### src/rtl/evmon_pkg.sv
package evmon_pkg;
  localparam logic [7:0] OFS_GCTL  = 8'h00;
  localparam logic [7:0] OFS_GSTAT = 8'h04;
  localparam logic [7:0] OFS_BCTL  = 8'hF4;
  localparam logic [7:0] OFS_BSTAT = 8'hF8;
  localparam logic [7:0] OFS_CCTL0 = 8'hD8;
  localparam logic [7:0] OFS_CNT0  = 8'hA0;
  localparam int CTL_OVFEN = 20;
  localparam int CTL_EN    = 22;
  localparam int BCTL_CTLRST = 0;
  localparam int BCTL_CNTRST = 1;
endpackage

### src/rtl/evmon_ctr.sv
module evmon_ctr #(
  parameter int CTR_W   = 48,
  parameter int NUM_EVT = 8,
  parameter int SEL_W   = 8
) (
  input  logic               clk,
  input  logic               rst_n,
  input  logic               ctl_we,
  input  logic               lo_we,
  input  logic               hi_we,
  input  logic [31:0]        wdata,
  input  logic               ctl_rst,
  input  logic               cnt_rst,
  input  logic               run,
  input  logic [NUM_EVT-1:0] evt,
  output logic [31:0]        ctl_q,
  output logic [CTR_W-1:0]   cnt_q,
  output logic               ovf_o
);
  import evmon_pkg::*;
  localparam int IDX_W = $clog2(NUM_EVT);
  localparam int HI_W  = CTR_W - 32;

  function automatic logic [CTR_W-1:0] bump(input logic [CTR_W-1:0] v);
    return v + 1'b1;
  endfunction

  function automatic logic at_top(input logic [CTR_W-1:0] v);
    return &v;
  endfunction

  logic [SEL_W-1:0] sel;
  logic             sel_hit;
  logic             inc;

  assign sel     = ctl_q[SEL_W-1:0];
  assign sel_hit = (sel < SEL_W'(NUM_EVT)) ? evt[sel[IDX_W-1:0]] : 1'b0;
  assign inc     = sel_hit && ctl_q[CTL_EN] && run && !lo_we && !hi_we;
  assign ovf_o   = inc && at_top(cnt_q) && ctl_q[CTL_OVFEN];

  always_ff @(posedge clk or negedge rst_n) begin
    if (!rst_n)       ctl_q <= '0;
    else if (ctl_rst) ctl_q <= '0;
    else if (ctl_we)  ctl_q <= wdata;
  end

  always_ff @(posedge clk or negedge rst_n) begin
    if (!rst_n)          cnt_q <= '0;
    else if (cnt_rst)    cnt_q <= '0;
    else if (lo_we)      cnt_q[31:0] <= wdata;
    else if (hi_we)      cnt_q[CTR_W-1:32] <= wdata[HI_W-1:0];
    else if (inc)        cnt_q <= bump(cnt_q);
  end
endmodule

### src/rtl/evmon_gcol.sv
module evmon_gcol (
  input  logic        clk,
  input  logic        rst_n,
  input  logic        ctl_we,
  input  logic        stat_we,
  input  logic [31:0] wdata,
  input  logic        msg,
  output logic        gen_q,
  output logic        irqen_q,
  output logic        gstat_q,
  output logic        irq_o
);
  logic freeze_evt;
  assign freeze_evt = msg && !gstat_q;

  always_ff @(posedge clk or negedge rst_n) begin
    if (!rst_n) begin
      gen_q   <= 1'b0;
      irqen_q <= 1'b0;
      gstat_q <= 1'b0;
    end else begin
      if (ctl_we) irqen_q <= wdata[1];
      if (freeze_evt)  gen_q <= 1'b0;
      else if (ctl_we) gen_q <= wdata[0];
      if (freeze_evt)                gstat_q <= 1'b1;
      else if (stat_we && wdata[0])  gstat_q <= 1'b0;
    end
  end

  assign irq_o = gstat_q && irqen_q;
endmodule

### src/rtl/evmon_box.sv
module evmon_box #(
  parameter int NUM_CTR = 4,
  parameter int CTR_W   = 48,
  parameter int NUM_EVT = 8
) (
  input  logic               clk,
  input  logic               rst_n,
  input  logic [7:0]         reg_addr,
  input  logic [31:0]        reg_wdata,
  input  logic               reg_we,
  output logic [31:0]        reg_rdata,
  input  logic [NUM_EVT-1:0] evt_i,
  output logic               ovf_msg_o,
  output logic               irq_o
);
  import evmon_pkg::*;
  localparam int HI_W = CTR_W - 32;

  logic [NUM_CTR-1:0]       ovf_vec;
  logic [NUM_CTR-1:0]       bstat_q;
  logic [NUM_CTR-1:0]       bstat_clr;
  logic [31:0]              ctl_arr [NUM_CTR];
  logic [CTR_W-1:0]         cnt_arr [NUM_CTR];
  logic [NUM_CTR*CTR_W-1:0] cnt_flat;
  logic                     gen_q, irqen_q, gstat_q;
  logic                     run;
  logic                     bctl_we, ctl_rst, cnt_rst;
  logic                     msg_q;

  assign bctl_we = reg_we && (reg_addr == OFS_BCTL);
  assign ctl_rst = bctl_we && reg_wdata[BCTL_CTLRST];
  assign cnt_rst = bctl_we && reg_wdata[BCTL_CNTRST];
  assign run     = gen_q && !msg_q;

  for (genvar i = 0; i < NUM_CTR; i++) begin : g_ctr
    localparam logic [7:0] A_CTL = 8'(OFS_CCTL0 + 4*i);
    localparam logic [7:0] A_LO  = 8'(OFS_CNT0 + 8*i);
    localparam logic [7:0] A_HI  = 8'(OFS_CNT0 + 8*i + 4);
    evmon_ctr #(.CTR_W(CTR_W), .NUM_EVT(NUM_EVT), .SEL_W(8)) ctr_i (
      .clk     (clk),
      .rst_n   (rst_n),
      .ctl_we  (reg_we && reg_addr == A_CTL),
      .lo_we   (reg_we && reg_addr == A_LO),
      .hi_we   (reg_we && reg_addr == A_HI),
      .wdata   (reg_wdata),
      .ctl_rst (ctl_rst),
      .cnt_rst (cnt_rst),
      .run     (run),
      .evt     (evt_i),
      .ctl_q   (ctl_arr[i]),
      .cnt_q   (cnt_arr[i]),
      .ovf_o   (ovf_vec[i])
    );
    assign cnt_flat[i*CTR_W +: CTR_W] = cnt_arr[i];
  end

  assign bstat_clr = (reg_we && reg_addr == OFS_BSTAT) ? reg_wdata[NUM_CTR-1:0] : '0;

  always_ff @(posedge clk or negedge rst_n) begin
    if (!rst_n) begin
      bstat_q <= '0;
      msg_q   <= 1'b0;
    end else begin
      bstat_q <= (bstat_q & ~bstat_clr) | ovf_vec;
      msg_q   <= |(ovf_vec & ~bstat_q);
    end
  end
  assign ovf_msg_o = msg_q;

  evmon_gcol gcol_i (
    .clk     (clk),
    .rst_n   (rst_n),
    .ctl_we  (reg_we && reg_addr == OFS_GCTL),
    .stat_we (reg_we && reg_addr == OFS_GSTAT),
    .wdata   (reg_wdata),
    .msg     (msg_q),
    .gen_q   (gen_q),
    .irqen_q (irqen_q),
    .gstat_q (gstat_q),
    .irq_o   (irq_o)
  );

  always_comb begin
    reg_rdata = '0;
    if (reg_addr == OFS_GCTL)  reg_rdata = {30'b0, irqen_q, gen_q};
    if (reg_addr == OFS_GSTAT) reg_rdata = {31'b0, gstat_q};
    if (reg_addr == OFS_BSTAT) reg_rdata = 32'(bstat_q);
    for (int i = 0; i < NUM_CTR; i++) begin
      if (reg_addr == 8'(OFS_CCTL0 + 4*i)) reg_rdata = ctl_arr[i];
      if (reg_addr == 8'(OFS_CNT0 + 8*i))  reg_rdata = cnt_arr[i][31:0];
      if (reg_addr == 8'(OFS_CNT0 + 8*i + 4))
        reg_rdata = {{(32-HI_W){1'b0}}, cnt_arr[i][CTR_W-1:32]};
    end
  end
endmodule

### config.mk
export PLATFORM = sky130hd
export DESIGN_NAME = evmon_box
export DESIGN_NICKNAME = d
export VERILOG_FILES = /design/src/rtl/evmon_pkg.sv /design/src/rtl/evmon_ctr.sv /design/src/rtl/evmon_gcol.sv /design/src/rtl/evmon_box.sv
export SDC_FILE = /design/constraint.sdc
export NUM_CORES = 1
export LEC_CHECK = 0
export ABC_AREA = 1
export BUFFER_PORTS_ARGS = -buffer_cell sky130_fd_sc_hd__buf_4
export CAP_MARGIN = 5
export CORE_ASPECT_RATIO = 1.1
export CORE_MARGIN = 1
export CORE_UTILIZATION = 35
export DETAILED_ROUTE_END_ITERATION = 8
export GPL_TIMING_DRIVEN = 1
export PLACE_DENSITY = 0.59
export SYNTH_ARGS = -nofsm -noshare
export SYNTH_HDL_FRONTEND = slang
export SYNTH_SLANG_ARGS = --single-unit
### constraint.sdc
create_clock -name clk -period 1.9 [get_ports clk]
set_clock_uncertainty 0.05 [all_clocks]
set_input_delay 0.095 -clock clk [delete_from_list [all_inputs] [get_ports clk]]
set_output_delay 0.095 -clock clk [all_outputs]
set_load 0.02 [all_outputs]
After elaboration in Yosys (flattened, before gate mapping) --
Index checks and enable logic that the tools add are counted.
Word-level totals: bits in registers 328, bits in latches 0, bits in writable memories 0, memory bits (read-only) 0, input bits 51, memories kept 0
Operators by class: add/subtract/negate cells 4, multipliers 0, div/mod/pow operators 0, magnitude comparators 8, equality and inequality tests 23, shift operators 0, muxes and demuxes 64, bitwise gates (word level) 5, reductions and logical operators 84
Operators by type and width (count):
- 2-to-1 mux 32 bit | 29
- 2-to-1 mux 48 bit | 8
- adder 48 x 1 -> 48 bit, second input constant | 4
- AND reduction 48 bit | 4
- 2-to-1 mux 16 bit | 8
- == test 8 bit, second input constant | 14
- logical AND 1 bit | 46
- < comparator 8 x 4 -> 1 bit, second input constant | 4
- nonzero test 3 bit | 8
- < comparator 3 x 4 -> 1 bit, second input constant | 4
- AND reduction 2 bit | 8
- binary-select mux 1 bit (select 3 bit) | 4
- 2-to-1 mux 1 bit | 12
- inequality test 3 x 2 -> 1 bit, second input constant | 4
- nonzero test 2 bit | 6
- logical NOT 1 bit | 10
- AND 4 bit | 2
- == test 8 x 3 -> 1 bit, second input constant | 1
- logical NOT 8 bit | 1
- inequality test 2 bit, second input constant | 4
- NOT 4 bit | 2
- 2-to-1 mux 2 bit | 2
- 2-to-1 mux 4 bit | 1
- OR 4 bit | 1
- OR reduction 4 bit | 1

Longest topological paths before layout --
depth in word-level cells 16, mapped depth 18

Cells and area by module --
Synthesis repeated with hierarchy kept, for this count alone.
Unflattened totals: cells, all modules 3903, area, all modules 24327.1 sq um
Modules (own cells, without submodules):
- evmon_ctr | instances 4, cells an instance 816, area an instance 5336.4 sq um, sequential area each 2001.9 sq um
- evmon_box | instances 1, cells an instance 621, area an instance 2844.0 sq um, sequential area each 125.1 sq um
- evmon_gcol | instances 1, cells an instance 18, area an instance 137.6 sq um, sequential area each 75.1 sq um

Worst setup path before layout --
No wires, ideal clock.
path kind reg2reg, from reg g_ctr[2].ctr_i.cnt_q[0], to reg g_ctr[2].ctr_i.cnt_q[44], setup time 0.127 ns, arrival time 1.961 ns, required time 1.723 ns, slack -0.237 ns, stages on the path, launching flop included 15, path buffers 0, period minus slack after synthesis 2.137 ns, path through dfrtp_1 ha_1 nand2_1 nor2_1 nand2_1 nor2_1 nand3_1 nor2_1 nand2_1 nor3_1 nand2_1 xor2_1 nand2_1 o211ai_1 o21ai_1
Between the ends: cells in the longest elaborated chain, start to end 5
RTL lines:
- start: declaration | RTL line evmon_ctr.sv:17 | output logic [CTR_W-1:0] cnt_q,
- start signal: assignment | RTL line evmon_ctr.sv:50 | else if (lo_we) cnt_q[31:0] <= wdata;
- start signal: indexed assignment | RTL line evmon_ctr.sv:51 | else if (hi_we) cnt_q[CTR_W-1:32] <= wdata[HI_W-1:0];
- start signal: assignment | RTL line evmon_ctr.sv:52 | else if (inc) cnt_q <= bump(cnt_q);
- adder 48 x 1 -> 48 bit | RTL line evmon_ctr.sv:25 | return v + 1'b1;
- 2-to-1 mux 48 bit | RTL line evmon_ctr.sv:52
- 2-to-1 mux 16 bit | RTL line evmon_ctr.sv:51
- 2-to-1 mux 16 bit | RTL line evmon_ctr.sv:50
- 2-to-1 mux 48 bit | RTL line evmon_ctr.sv:49 | else if (cnt_rst) cnt_q <= '0;
No other way between the ends. The select of a mux whose other input is x is not followed. A chain may end at the register's enable or synchronous reset.

Worst setup path in the final report --
from reg g_ctr[0].ctr_i.cnt_q[12], to out reg_rdata[12]
Between the ends: cells in the longest elaborated chain, start to end 11
RTL lines:
- start: declaration | RTL line evmon_ctr.sv:17
- start signal: assignment | RTL line evmon_ctr.sv:50
- start signal: indexed assignment | RTL line evmon_ctr.sv:51
- start signal: assignment | RTL line evmon_ctr.sv:52
- 2-to-1 mux 32 bit | RTL line evmon_box.sv:90 | if (reg_addr == 8'(OFS_CNT0 + 8*i)) reg_rdata = cnt_arr[i][31:0];
- 2-to-1 mux 32 bit | RTL line evmon_box.sv:91 | if (reg_addr == 8'(OFS_CNT0 + 8*i + 4))
- 2-to-1 mux 32 bit | RTL line evmon_box.sv:89 | if (reg_addr == 8'(OFS_CCTL0 + 4*i)) reg_rdata = ctl_arr[i];
- 2-to-1 mux 32 bit | RTL line evmon_box.sv:90
- 2-to-1 mux 32 bit | RTL line evmon_box.sv:91
- 2-to-1 mux 32 bit | RTL line evmon_box.sv:89
- 2-to-1 mux 32 bit | RTL line evmon_box.sv:90
- 2-to-1 mux 32 bit | RTL line evmon_box.sv:91
- 2-to-1 mux 32 bit | RTL line evmon_box.sv:89
- 2-to-1 mux 32 bit | RTL line evmon_box.sv:90
- 2-to-1 mux 32 bit | RTL line evmon_box.sv:91
- end: declaration | RTL line evmon_box.sv:11 | output logic [31:0] reg_rdata,
No other way between the ends.

==> results.md <==
* Area Growth Syn to Fin at 66.25%
* Post-synth top area cell: dfrtp_1
* Clock Path Buffers at 3
* Area of the die at 0.06150 mm2
* Synth warnings at 0
* Sequential share of the synthesized area at 0.3875
* Simple-gate share of the synthesized area at 0.2804
* Cell mode on critical path: buf_6
* Final Critical Period at ~2.7 ns
* First-pass GRT wire length at approximately 170,000 um
* Failing checks: setup timing
* GR Util All Layers at 0.3681
* Mux share of post-synthesis cell area at 0
* Class of the most critical hold timing path: in2reg
* Clock-pin slew on the worst setup and hold paths at 0.06 ns
* Hold Path Stages at 4
* Crit-path slowest cell: dfrtp_1
* Tcrit/Tclk final at 1.401
* Reg-to-Reg Start: g_ctr[2].ctr_i.cnt_q[0]
* Fmax at between 300 and 400 MHz
* Fin worst setup slack at -0.7619 ns
* Logic pwr share at 0.382
* Sw frac at 0.3630
* Slew @ Worst Pin at about 0.8 ns
* Vias at ~27,000
* ANT nets after route at 0
* Crit end category: output pin
* Clk pwr share at 0.316
* Worst path cell trace: buf_6 -> inv_4 -> o21ai_4 -> a221oi_4 -> o21ai_1 -> a21oi_1 -> nand4_1 -> nand2_2 -> nand3_2 -> buf_6
* Placed instance area at about 0.028 mm2
* Ys async rst share at 1.000
* Critical Path Fanout Max at 2
* Gp weighted congestion at approximately 1.1
* Yosys top cell area share at 0.3875
* Synthesized area at roughly 0.021 mm2
* Fin util at 0.5882
* Cells after synthesis at ~3,000
* VDD IR max at approximately 0.71 mV
* Core area at 0.05986 mm2
* DRT Pass-1 Iters at 6
* IO buf count at between 80 and 90
* CP endpoint: reg_rdata[12]
* Worst Setup SP: g_ctr[0].ctr_i.cnt_q[12]
* Startpoint Class: flop
* Critical path's largest stage delay at between 0.4 and 0.5 ns
* Crit path DAT at 2.52 ns
* Synth area leaders: dfrtp_1, nand2_1, o21ai_0
* Tot Pwr at between 0.02 and 0.03 W
* Number of max-cap violations at 0
* Setup violators final at between 200 and 250
* HPWL Detailed at about 83,000 um
* Synth Register Bits at around 330
* Synth Area in Compound Gates at 0.2038
* Hold Vio Cnt, Final at 0
* Combinational family with the most area after synthesis: simple AND/OR/NAND/NOR gates
* Main flop type after synthesis: dfrtp_1
* Syn_nets at between 3,000 and 4,000
* Final WL at 118,500 um
* Sw Pwr at a little over 0.01 W
* Flop2flop setup slack at -0.67 ns
* RSZ-0062 raised after global routing: yes
* Crit Path Category: reg2out
* Clk sink count at around 330
* WL/cell at between 20 and 30 um
* Cts bufs inserted at 42
* Internal at ~0.018 W
* Outcome: complete, but fails checks
* TNS Setup at -74.78 ns
* Die H at between 200 and 300 um
* Share of cells above drive strength 1 at 0.4127
* Die Width at ~240 um
* Clk_lat worst skew at slightly above 0.6 ns
* Worst r2r path cells at 16
* Adder-cell share of the synthesized area at 0.002363
* XOR/XNOR Fraction of Synth Area at 0.04590
* Top Ports at between 80 and 90
* Max-slew violation count at 0
* Number of flops mapped to enable cells by yosys at 0
* P_leak at 17.06 nW
* Final instance area at roughly 0.035 mm2
* TritonCTS clock tree: built
* Yosys cell types at between 50 and 60
* Slew headroom at 0.4682
* Rows at 94
* Pwr dens at approximately 790 mW/mm2
* Initial antenna violation count at 4
* Vias/cell at between 5 and 6
* Sequential power share at 0.302
* Starting DRT DRC Count at around 3,200
* Vias in the first global route at between 20,000 and 30,000
* Worst R2R End: ovf_msg_o
* H-tree levels at 2
* Largest net degree at the start of global routing at between 60 and 70
* Required @ worst endpoint at ~1.8 ns
* DRC Markers at 0
* Clock root cell: clkbuf_16
* Syn avg cell area at 7.115 um2
* Fin nets at slightly below 4,000
* Initial Util at 0.3538
* GRT Residual Overflow at 0
layout make-up:
class                           instances  area (um2)
Clock buffer                           59        1226
Clock inverter                         17       240.2
Sequential cell                       328        8210
Inverter                              317        1289
Fill cell                            5277       24650
Timing Repair Buffer                  998        9076
Tap cell                              768       960.9
Multi-Input combinational cell       2211       14200
Antenna cell                            3       7.507
power by group through the flow:
stage                     registers, W  logic, W  clock network [W]
final                          0.00839    0.0106            0.00876
after floorplan                0.00843   0.00359                  0
after global routing           0.00846    0.0112            0.00897
after CTS                      0.00834   0.00951            0.00875
after global placement         0.00843   0.00789                  0
after detailed placement       0.00845   0.00793                  0
state kept, by name, indices dropped and copies added, names as in the netlist:
signal	flops
gcol_i.gen_q	1
g_ctr.ctr_i.cnt_q	192
ovf_msg_o	1
gcol_i.gstat_q	1
bstat_q	4
gcol_i.irqen_q	1
g_ctr.ctr_i.ctl_q	128
logic make-up after synthesis:
kind of cell,count (synthesis)
AOI/OAI and AO/OA,748
DFF,328
buffers and inverters,438
xor gates and xnor gates,111
and+or+nand+nor,1348
adders and majority gates,4
Yosys cell counts (3+ instances only):
library cell and number:
a211oi_1 14, a21oi_1 105, a221oi_1 5, a22oi_1 5, a31oi_1 10, a32o_1 14, and3_1 3, buf_1 5
buf_2 23, buf_4 4, clkbuf_1 88, clkinv_1 3, dfrtp_1 328, ha_1 4, inv_1 280, inv_2 34
nand2_1 793, nand2_2 7, nand3_1 96, nand3_2 7, nand3b_1 7, nand4_1 66, nor2_1 196, nor2_2 21
nor2_4 9, nor3_1 87, nor3_2 5, nor3b_1 5, nor4_1 25, nor4_2 3, o2111ai_1 22, o211ai_1 64
o21a_1 3, o21ai_0 365, o21ai_1 39, o221ai_1 6, o22ai_1 84, o31ai_1 3, o32ai_1 3, or2_2 9
xnor2_1 6, xor2_1 105
per-layer routing:
metal  up-vias  track usage  share of wire
li1      11971            -              -
met3       393      0.09150           0.11
met5         -            0              0
met4         0       0.2316          0.079
met1     13057       0.4750           0.38
met2      1592       0.5515           0.43
layout by cell type, fill, tap and decap left out, types with 13 or more instances in the layout:
cell type / instances
o21ai_2: 47
xor2_1: 97
nand2_4: 31
dfrtp_1: 326
buf_4: 732
inv_2: 46
buf_6: 170
nor3_2: 17
o2111ai_2: 13
nor2_1: 127
inv_1: 241
nand2_2: 63
nand3_1: 37
o21ai_1: 130
o22ai_1: 58
nor3_4: 16
nand4_1: 66
nor3_1: 60
nand3_4: 23
clkbuf_16: 51
dlygate4sd3_1: 31
a21oi_2: 28
o21ai_0: 216
buf_12: 44
nor2_2: 39
nor2_4: 60
a32o_1: 14
o22ai_2: 22
nand3_2: 43
a21oi_1: 71
nand2_1: 703
o211ai_1: 64
inv_4: 16
metrics by stage:
stage          setup slack, ns  cells  hold WS [ns]
2_1_floorplan          -0.1772   2977       -0.2506
3_3_place_gp           -0.9215   4379      -0.03732
3_5_place_dp           -0.8850   4379      -0.03954
4_1_cts                -0.7012   4633      0.003292
5_1_grt                -0.8482   4698       0.04590
6_report               -0.7619   4701       0.03820
critical path: cells and delay by family (launching register included):
kind | cells | cell delay, ns
compound gates | 4 | 0.63
simple gates | 3 | 0.51
flops | 1 | 0.42
buf+inv | 3 | 0.34
how the worst min path moves through the flow:
stage          slack (ns)                  endpoint          from
5_1_grt              0.05  g_ctr[2].ctr_i.cnt_q[40]  reg_wdata[8]
4_1_cts             0.003  g_ctr[3].ctr_i.cnt_q[40]  reg_wdata[8]
3_3_place_gp        -0.04  g_ctr[3].ctr_i.cnt_q[19]         rst_n
2_1_floorplan       -0.25                bstat_q[0]         rst_n
3_5_place_dp        -0.04  g_ctr[3].ctr_i.cnt_q[19]         rst_n
6_report             0.04  g_ctr[2].ctr_i.cnt_q[40]  reg_wdata[8]
what timing repair did:
| action | in CTS | in global routing |
|---|---|---|
| setup endpoints to repair | 229 | 231 |
| pin swaps | 240 | 277 |
| buffers inserted | 145 | 93 |
| hold endpoints to repair | 538 | 0 |
| hold buffers | 32 | 0 |
| resized for setup | 621 | 373 |
| gates cloned | 8 | 9 |
(Power assumes the default switching activity.)
